### src/rtl/vts_pkg.sv
package vts_pkg;
    localparam int ADDR_W   = 64;
    localparam int IDX_W    = $clog2(ADDR_W);
    localparam int TAG_BIT  = 55;
    localparam int NARROW_T = 31;
    localparam int FULL_T   = ADDR_W - 1;

    typedef enum logic [1:0] {
        RG_L1   = 2'd0,
        RG_HOST = 2'd1,
        RG_L2   = 2'd2,
        RG_L3   = 2'd3
    } regime_e;

    typedef struct packed {
        logic tag;
        logic itag_off;
    } sel_t;
endpackage

### src/rtl/vts_regime_sel.sv
module vts_regime_sel
    import vts_pkg::*;
(
    input  logic             hi_half_i,
    input  logic [1:0]       lvl_i,
    input  logic             host_i,
    input  logic             narrow_i,
    input  logic             is_instr_i,
    input  logic             pauth_i,
    input  sel_t             l1_lo_i,
    input  sel_t             l1_hi_i,
    input  sel_t             hs_lo_i,
    input  sel_t             hs_hi_i,
    input  sel_t             l2_i,
    input  sel_t             l3_i,
    output logic             eff_tag_o,
    output logic [IDX_W-1:0] top_idx_o
);
    regime_e regime;
    sel_t    pick;

    always_comb begin
        case (lvl_i)
            2'd0:    regime = host_i ? RG_HOST : RG_L1;
            2'd1:    regime = RG_L1;
            2'd2:    regime = host_i ? RG_HOST : RG_L2;
            default: regime = RG_L3;
        endcase
    end

    always_comb begin
        case (regime)
            RG_L1:   pick = hi_half_i ? l1_hi_i : l1_lo_i;
            RG_HOST: pick = hi_half_i ? hs_hi_i : hs_lo_i;
            RG_L2:   pick = l2_i;
            default: pick = l3_i;
        endcase
    end

    always_comb begin
        eff_tag_o = pick.tag & (~pauth_i | ~pick.itag_off | ~is_instr_i);
        if (narrow_i)
            top_idx_o = IDX_W'(NARROW_T);
        else if (eff_tag_o)
            top_idx_o = IDX_W'(TAG_BIT);
        else
            top_idx_o = IDX_W'(FULL_T);
    end

    always_comb begin
        // a_r8_eff_needs_tag: a clear selected tag bit never enables stripping
        a_r8_eff_needs_tag: assert (pick.tag || !eff_tag_o);
    end
endmodule

### src/rtl/vts_extend.sv
module vts_extend
    import vts_pkg::*;
(
    input  logic [ADDR_W-1:0] addr_i,
    input  logic [IDX_W-1:0]  top_idx_i,
    input  logic              sign_ok_i,
    output logic [ADDR_W-1:0] pc_o
);
    logic passthru;
    logic fill;

    assign passthru = (top_idx_i == IDX_W'(FULL_T));
    assign fill     = ~passthru & sign_ok_i & addr_i[top_idx_i];

    for (genvar i = 0; i < ADDR_W; i++) begin : g_bit
        assign pc_o[i] = (IDX_W'(i) <= top_idx_i) ? addr_i[i] : fill;
    end
endmodule

### src/rtl/vaddr_tag_strip.sv
module vaddr_tag_strip
    import vts_pkg::*;
(
    input  logic [63:0] addr_i,
    input  logic        is_instr_i,
    input  logic [1:0]  lvl_i,
    input  logic        narrow_i,
    input  logic        host_i,
    input  logic        pauth_i,
    input  logic        e1_tag_lo_i,
    input  logic        e1_tag_hi_i,
    input  logic        e1_itag_off_lo_i,
    input  logic        e1_itag_off_hi_i,
    input  logic        e2h_tag_lo_i,
    input  logic        e2h_tag_hi_i,
    input  logic        e2h_itag_off_lo_i,
    input  logic        e2h_itag_off_hi_i,
    input  logic        e2_tag_i,
    input  logic        e2_itag_off_i,
    input  logic        e3_tag_i,
    input  logic        e3_itag_off_i,
    output logic [5:0]  top_idx_o,
    output logic [63:0] pc_o
);
    logic             eff_tag;
    logic [IDX_W-1:0] top_idx;
    logic             sign_ok;

    assign sign_ok = (lvl_i == 2'd0) | (lvl_i == 2'd1) | host_i;

    vts_regime_sel u_sel (
        .hi_half_i  (addr_i[TAG_BIT]),
        .lvl_i      (lvl_i),
        .host_i     (host_i),
        .narrow_i   (narrow_i),
        .is_instr_i (is_instr_i),
        .pauth_i    (pauth_i),
        .l1_lo_i    ('{tag: e1_tag_lo_i,  itag_off: e1_itag_off_lo_i}),
        .l1_hi_i    ('{tag: e1_tag_hi_i,  itag_off: e1_itag_off_hi_i}),
        .hs_lo_i    ('{tag: e2h_tag_lo_i, itag_off: e2h_itag_off_lo_i}),
        .hs_hi_i    ('{tag: e2h_tag_hi_i, itag_off: e2h_itag_off_hi_i}),
        .l2_i       ('{tag: e2_tag_i,     itag_off: e2_itag_off_i}),
        .l3_i       ('{tag: e3_tag_i,     itag_off: e3_itag_off_i}),
        .eff_tag_o  (eff_tag),
        .top_idx_o  (top_idx)
    );

    vts_extend u_ext (
        .addr_i    (addr_i),
        .top_idx_i (top_idx),
        .sign_ok_i (sign_ok),
        .pc_o      (pc_o)
    );

    assign top_idx_o = top_idx;

    logic [ADDR_W-1:0] keep_mask;

    always_comb begin
        keep_mask = (ADDR_W'(1) << (top_idx + IDX_W'(1))) - ADDR_W'(1);
        // index confined to the three legal values
        a_r1_top_legal: assert (top_idx == 6'd31 || top_idx == 6'd55 || top_idx == 6'd63);
        // a 32-bit regime always reports 31
        a_r9_narrow: assert (!narrow_i || top_idx == 6'd31);
        // full-width index leaves the address untouched
        a_r2_pass: assert (top_idx != 6'd63 || pc_o == addr_i);
        if (top_idx != 6'd63) begin
            // low bits are kept
            a_r4_low_kept: assert ((pc_o & keep_mask) == (addr_i & keep_mask));
            // sign fill only where allowed
            a_r3_sign_fill: assert ((pc_o & ~keep_mask) ==
                ((sign_ok && addr_i[top_idx]) ? ~keep_mask : '0));
        end
    end
endmodule

### config.mk
export PLATFORM = sky130hd
export DESIGN_NAME = vaddr_tag_strip
export DESIGN_NICKNAME = d
export VERILOG_FILES = /design/src/rtl/vts_pkg.sv /design/src/rtl/vts_regime_sel.sv /design/src/rtl/vts_extend.sv /design/src/rtl/vaddr_tag_strip.sv
export SDC_FILE = /design/constraint.sdc
export NUM_CORES = 1
export LEC_CHECK = 0
export ABC_AREA = 1
export BUFFER_PORTS_ARGS = -buffer_cell sky130_fd_sc_hd__buf_2
export CORE_AREA = 3 3 58 60
export DETAILED_ROUTE_END_ITERATION = 16
export DIE_AREA = 0 0 61 63
export PLACE_DENSITY = 0.76
export SLEW_MARGIN = 20
export SYNTH_ARGS = -nofsm -noshare
export SYNTH_HDL_FRONTEND = slang
export SYNTH_SLANG_ARGS = --single-unit
export TNS_END_PERCENT = 20
### constraint.sdc
create_clock -name vclk -period 3.3
set_clock_uncertainty 0.2 [all_clocks]
set_input_delay 0.66 -clock vclk [all_inputs]
set_output_delay 0.66 -clock vclk [all_outputs]
set_load 0.005 [all_outputs]
==> results of run 1 <==
## metrics by stage
stage	power, W	cell area (um2)
after floorplan	0.00008992	709.4
after global placement	0.0001325	930.9
after detailed placement	0.0001329	930.9
after CTS	0.0001335	930.9
after global routing	0.0001508	930.9
final	0.0001309	930.9
## cell families (layout without fill, tap and decap cells)
kind of cell    count (synthesis)  count (layout)  synth area share, %
compound gates                  3               3                3.405
buf+inv                        45              92                39.60
other cells                     1               4               0.5371
simple gates                   96              96                56.45
## critical path: stages
cell and delay [ns]:
buf_2 0.14, inv_2 0.11, nand2_1 0.06, nand2_1 0.06, nand2_1 0.06, nand3b_1 0.08
nand2_1 0.06, nand2_1 0.07, inv_2 0.05, nor2_4 0.16, nand2_1 0.07, nand2_1 0.06
buf_2 0.11
## report_power, final
part           leakage, nW  total, W  internal (W)  switching [W]
clock                    0         0             0              0
sequential               0         0             0              0
combinational        0.701  0.000131     0.0000649      0.0000660
total                0.701  0.000131     0.0000649      0.0000660
## cell type report
| cell class | instances | area, um2 | area share [%] |
|---|---|---|---|
| timing repair buffer | 87 | 437.9 | 47.04 |
| multi-input combinational | 103 | 432.9 | 46.51 |
| inverter | 5 | 18.77 | 2.016 |
| tap | 33 | 41.29 | 4.435 |
## metal layers
layer	routed length, um	global-route usage (%)	share of wire [%]	vias up
met5	0	0	0	-
met4	73	3.794	3.3	0
met3	250	1.653	11	16
met2	1130	21.12	52	54
met1	736	10.13	34	385
li1	-	-	-	500
## cells in the final DEF, fill, tap and decap left out, drive strengths merged
| cell type | count |
|---|---|
| a21oi | 1 |
| inv | 5 |
| buf | 87 |
| nand3 | 3 |
| nand2 | 87 |
| nor2 | 2 |
| nand3b | 1 |
| o21ai | 1 |
| o211a | 1 |
| nand4 | 3 |
| conb | 4 |
## synth_stat cells, types with 2 or more instances
cell type / n / area, um2
buf_2: 2 / 10.01
buf_4: 28 / 210.2
clkbuf_1: 10 / 37.54
inv_2: 4 / 15.01
nand2_1: 85 / 319.1
nand2_2: 2 / 12.51
nand3_1: 3 / 15.01
nand4_1: 2 / 12.51
## how the worst min path moves through the flow
| stage | cells after the start | endpoint | start | slack [ns] |
|---|---|---|---|---|
| 3_3_place_gp | 0 | pc_o[0] | addr_i[0] | 1.12 |
| 2_1_floorplan | 1 | pc_o[55] | narrow_i | 1.19 |
| 4_1_cts | 0 | pc_o[0] | addr_i[0] | 1.12 |
| 5_1_grt | 0 | pc_o[25] | addr_i[25] | 1.12 |
| 6_report | 0 | pc_o[23] | addr_i[23] | 1.12 |
| 3_5_place_dp | 0 | pc_o[0] | addr_i[0] | 1.12 |
==> flow_summary.rst, run 1 <==
.. list-table::
   :header-rows: 1

   * - Metric
     - Value
   * - Vert. Die Dim
     - ~63 um
   * - Final Max Tran Viols
     - 0
   * - Worst Setup EP
     - pc_o[58]
   * - Layout clock buffer count
     - 0
   * - Result of the run
     - completed
   * - Power per Cell Area
     - around 140 nW/um2
   * - Area of the placeable core
     - 2978 um2
   * - Setup repair after global routing missed its margin
     - no
   * - DP Worst Slack
     - 0.6607 ns
   * - First-pass GRT wire length
     - 3.394 mm
   * - Via total after detailed routing
     - 955
   * - Number of buffers inserted by post-CTS setup repair
     - 0
   * - # resized after CTS
     - 0
   * - Final setup vio count
     - 0
   * - IO Count
     - between 150 and 200
   * - Die Wd
     - 61 um
   * - Required time at the worst-slack endpoint
     - approximately 2.4 ns
   * - Final Hold Violating Endpoints
     - 0
   * - Post-Synthesis Mean Instance Area
     - 4.815 um2
   * - Half-perimeter wire length after detailed placement
     - ~1.9 mm
   * - Post-detailed-route wirelength per cell
     - 9.610 um
   * - Final routed DRC violation total
     - 0
   * - Ratio of final minimum period to clock period
     - about four fifths
   * - DRT antenna net count
     - 0
   * - Cell variety after synth
     - 17
   * - Antenna violations before repair
     - 0
   * - Pin count of the biggest net entering global routing
     - 27
   * - FF+latch area
     - 0 um2
   * - First DRT Iteration DRCs
     - 11
   * - Cell Area, Synth
     - about 700 um2
   * - Cells after DPL
     - about 230
   * - Area of the die
     - ~3800 um2
   * - Final net count
     - 279
   * - Via-to-Cell Ratio
     - ~4.2
   * - Fin crit period
     - 2.606 ns
   * - Filler Cell Count
     - between 300 and 400
   * - First drt pass iteration count
     - 2
   * - Number of placement rows
     - 20
   * - Weighted congestion at the end of routability-driven global placement
     - a little over 0.7
   * - Total length of routed wires
     - roughly 2.2 mm
   * - Worst hold slack
     - 1.120 ns
   * - Final critical-path setup slack
     - between 0.6 and 0.7 ns
   * - Final design utilization
     - ~31%
   * - FMAX
     - 383.7 MHz
   * - Post-synthesis sequential area ratio
     - 0%
   * - Nature of the critical path startpoint
     - input pin
   * - Overflow after GRT
     - 0
   * - Setup crit start
     - addr_i[55]
   * - Final sequential cell count
     - 0
   * - Synth warnings
     - 0
   * - Worst min-delay path class
     - input pin to primary output
   * - Ratio of cells with drive above 1 in the final layout
     - between 40% and 50%
   * - Leakage
     - 0.7012 nW
   * - Post-route non-filler standard cell count
     - ~230
   * - P&R area growth vs syn
     - 33.33%
   * - Final total negative setup slack
     - 0 ns
   * - Global-route total usage across every layer
     - between 10% and 20%
   * - Max Cap Viol
     - 0
   * - Kind of end point of the critical path
     - primary output
   * - Antenna diode instance count
     - 0
   * - Number of port buffers
     - 86
   * - Peak VDD IR
     - about 0.053 mV
   * - Number of hold buffers added after cts
     - 0
   * - Starting utilization of the core area
     - between 20% and 30%
   * - Crit Path Max Fanout
     - 8
   * - Gate Count Post-Synth
     - 145
   * - Number of global-route vias before repair
     - about 870
   * - Crit Path Class
     - input pin to primary output
   * - CP Data Arrival Time
     - 1.75 ns
No activity file was read; power rests on OpenSTA's default activity.
==> run 2, diff against run 1 <==
--- a/config.mk
+++ b/config.mk
@@ -5,12 +5,12 @@
 export SDC_FILE = /design/constraint.sdc
 export NUM_CORES = 1
 export LEC_CHECK = 0
-export ABC_AREA = 1
+export ABC_AREA = 0
 export BUFFER_PORTS_ARGS = -buffer_cell sky130_fd_sc_hd__buf_2
-export CORE_AREA = 3 3 58 60
+export CORE_MARGIN = 3
+export CORE_UTILIZATION = 26
 export DETAILED_ROUTE_END_ITERATION = 16
-export DIE_AREA = 0 0 61 63
-export PLACE_DENSITY = 0.76
+export PLACE_DENSITY = 0.8
 export SLEW_MARGIN = 20
 export SYNTH_ARGS = -nofsm -noshare
 export SYNTH_HDL_FRONTEND = slang
==> constraint.sdc (replaced) <==
create_clock -name vclk -period 2.5
set_clock_uncertainty 0.2 [all_clocks]
set_input_delay 0.5 -clock vclk [all_inputs]
set_output_delay 0.5 -clock vclk [all_outputs]
set_load 0.005 [all_outputs]
==> run 2 against run 1 <==
Effect of this change: synthesized cell count fell by 15%; largest cell class unchanged; combinational power up 57%; via count down 3.4%; non-clock buffer count is 4 higher; sequential share of layout area did not move; critical endpoint is now pc_o[62]; hold slack worse by 0.32 ns; largest power group unchanged; first-iteration DRC count increased by 140%; sequential cell count stayed put.
==> flow_summary.rst, run 2 <==
.. list-table::
   :header-rows: 1

   * - Metric
     - Value
   * - Synth warnings
     - 0 (unchanged)
   * - Die Wd
     - 59.92 um (-1.8%)
   * - Series of cell instances along the critical path
     - buf_6 -> mux2i_2 -> o2bb2ai_4 -> nor3_4 -> o31a_4 -> a21o_1 -> buf_2
   * - Total length of routed wires
     - 2.645 mm (+21%)
   * - Final sequential cell count
     - 0 (unchanged)
   * - Switching Share
     - 46.13% (-4.3 points)
   * - FF+latch area
     - 0 um2 (unchanged)
   * - Global-route total usage across every layer
     - 12.23% (+1.6 points)
   * - Max Cap Viol
     - 0 (unchanged)
   * - Fin crit period
     - about 2.5 ns
   * - Worst hold path startpoint
     - addr_i[17]
   * - Leakage
     - 0.7189 nW (+2.5%)
   * - Area of the placeable core
     - 2613 um2 (-12%)
   * - Crit Path Max Fanout
     - 8 (unchanged)
   * - Post-synthesis cell type with the largest combined area
     - buf_4
   * - Layout clock buffer count
     - 0 (unchanged)
   * - Combinational share of power
     - 100.0% (about the same)
   * - Worst min-delay path class
     - input pin to primary output
   * - Half-perimeter wire length after detailed placement
     - 2.205 mm (+15%)
   * - Commonest cells after routing, fill and taps aside
     - 83 x buf_2, 26 x inv_1, 24 x o21ai_0, 8 x a21o_1
   * - Via total after detailed routing
     - 923 (-3.4%)
   * - Ratio of cells with drive above 1 in the final layout
     - 58.52% (+9.3 points)
   * - Kind of end point of the critical path
     - primary output
   * - Final Hold Violating Endpoints
     - 0 (unchanged)
   * - Number of global-route vias before repair
     - 813 (-6.2%)
   * - Antenna diode instance count
     - 0 (unchanged)
   * - Nature of the critical path startpoint
     - input pin
   * - NetSw
     - 0.00009505 W (+44%)
   * - Number of placement rows
     - 18 (-10%)
   * - Top-count cell post-synth
     - buf_4
   * - CP Data Arrival Time
     - 1.77 ns (+0.02 ns)
   * - DRT antenna net count
     - 0 (unchanged)
   * - Number of port buffers
     - 86 (unchanged)
   * - Worst Hold Path Cells
     - 0 (unchanged)
   * - Post-route non-filler standard cell count
     - 206 (-9.6%)
   * - CP max stage cell
     - o31a_4
   * - Result of the run
     - completed
   * - Setup crit start
     - addr_i[55]
   * - P&R area growth vs syn
     - 44.70%
   * - Cell variety after synth
     - 25 (+8)
   * - First-pass GRT wire length
     - 3.574 mm (+5.3%)
   * - Required time at the worst-slack endpoint
     - 1.80 ns (-0.64 ns)
   * - Setup repair after global routing missed its margin
     - yes
   * - Gate Count Post-Synth
     - 123 (-15%)
   * - Via-to-Cell Ratio
     - 4.481 (+7.0%)
   * - Leading cell types by total area after synthesis
     - buf_4 28%, o21ai_0 17%, inv_1 13%
   * - Post-Synthesis Mean Instance Area
     - 6.144 um2 (+28%)
   * - FMAX
     - 405.0 MHz
   * - Crit Path Class
     - input pin to primary output
   * - Top cells by count, synth
     - 28 x buf_4, 26 x inv_1, 25 x o21ai_0
   * - Worst hold slack
     - 0.8000 ns (-0.3200 ns)
   * - Part of the power in the clock network
     - 0% (unchanged)
   * - Post-detailed-route wirelength per cell
     - 12.84 um (+34%)
   * - Overflow after GRT
     - 0 (unchanged)
   * - Worst stage delay on the critical path
     - 0.33 ns (+0.17 ns)
   * - Post-synthesis sequential area ratio
     - 0% (unchanged)
   * - First drt pass iteration count
     - 4 (+2)
   * - Final net count
     - 260 (-6.8%)
   * - Internal Power
     - 0.0001110 W (+71%)
   * - Ratio of final minimum period to clock period
     - between 90 and 100%
   * - Final routed DRC violation total
     - 0 (unchanged)
   * - Vert. Die Dim
     - 59.92 um (-4.9%)
   * - Weighted congestion at the end of routability-driven global placement
     - 0.7772 (+8.4%)
   * - Total design power
     - 0.0002061 W (+57%)
   * - Starting utilization of the core area
     - 28.93% (+5.5 points)
   * - Pin count of the biggest net entering global routing
     - 25 (-7.4%)
   * - Final Max Tran Viols
     - 0 (unchanged)
   * - Area share of the leading cell type in the synthesized netlist
     - 27.81% (-18 points)
   * - Cell Area, Synth
     - 755.7 um2 (+8.2%)
   * - Cells after DPL
     - 207 (-9.2%)
   * - Area of the die
     - 3590 um2 (-6.6%)
   * - Final setup vio count
     - 0 (unchanged)
   * - IO Count
     - 152 (unchanged)
   * - Fraction of power consumed by sequential logic
     - 0% (unchanged)
   * - Final total negative setup slack
     - 0 ns (unchanged)
   * - Commonest non-fill, non-tap cell in the layout
     - buf_2
   * - First DRT Iteration DRCs
     - 26 (+15)
   * - Antenna violations before repair
     - 0 (unchanged)
   * - Power per Cell Area
     - 188.4 nW/um2 (+34%)
   * - Peak VDD IR
     - 0.08804 mV (+66%)
run 2: critical path: cells and delay by family:
family / cells / cell delay (ns)
buffers and inverters: 2 / 0.24
AO/OA/AOI/OAI: 3 / 0.66
multiplexers: 1 / 0.29
AND/OR/NAND/NOR: 1 / 0.07
run 2: routing by layer:
layer / share of wire (%) / global-route usage (%)
met5: 0 / 0
met4: 2.6 / 2.215
met3: 11 / 2.160
met2: 51 / 22.53
met1: 35 / 14.67
run 2: power groups by stage:
stage | Combinational [W] | Clock, W | Sequential, W
2_1_floorplan | 0.000124 | 0 | 0
3_3_place_gp | 0.000191 | 0 | 0
3_5_place_dp | 0.000192 | 0 | 0
4_1_cts | 0.000197 | 0 | 0
5_1_grt | 0.000230 | 0 | 0
6_report | 0.000206 | 0 | 0
run 2: cell type report:
cell class                      instances  area, um2
Fill cell                             301       1519
Inverter                               26      97.59
Multi-Input combinational cell         59      467.9
Tap cell                               30      37.54
Timing Repair Buffer                   91      490.5
run 2: path summary, 6_finish.rpt:
kind / to
setup / recovery: pc_o[62]
hold / removal: pc_o[17]
run 2: through the flow:
stage	setup slack (ns)	instance area [um2]	utilization, %
floorplan	0.1218	767.0	-
global placement	-0.1032	1020	39.03
detailed placement	-0.1192	1020	39.03
CTS	0.01959	1036	39.66
global route	-0.02550	1094	41.86
finish	0.03111	1094	41.86
run 2: what timing repair did:
item,CTS,global route
pin swaps,13,8
endpoints found under the hold margin,0,0
gates resized for setup,5,14
endpoints found under the setup margin,9,9
setup buffers,1,0
hold buffers,0,0
run 2: kinds of logic (layout without fill, tap and decap cells):
kind of cell / count (synthesis) / count (layout) / share of synthesized area [%]
AO/OA/AOI/OAI: 39 / 39 / 37.09
buffers and inverters: 67 / 117 / 47.35
multiplexers: 3 / 3 / 4.139
other: 1 / 4 / 0.4962
AND/OR/NAND/NOR: 13 / 13 / 10.93
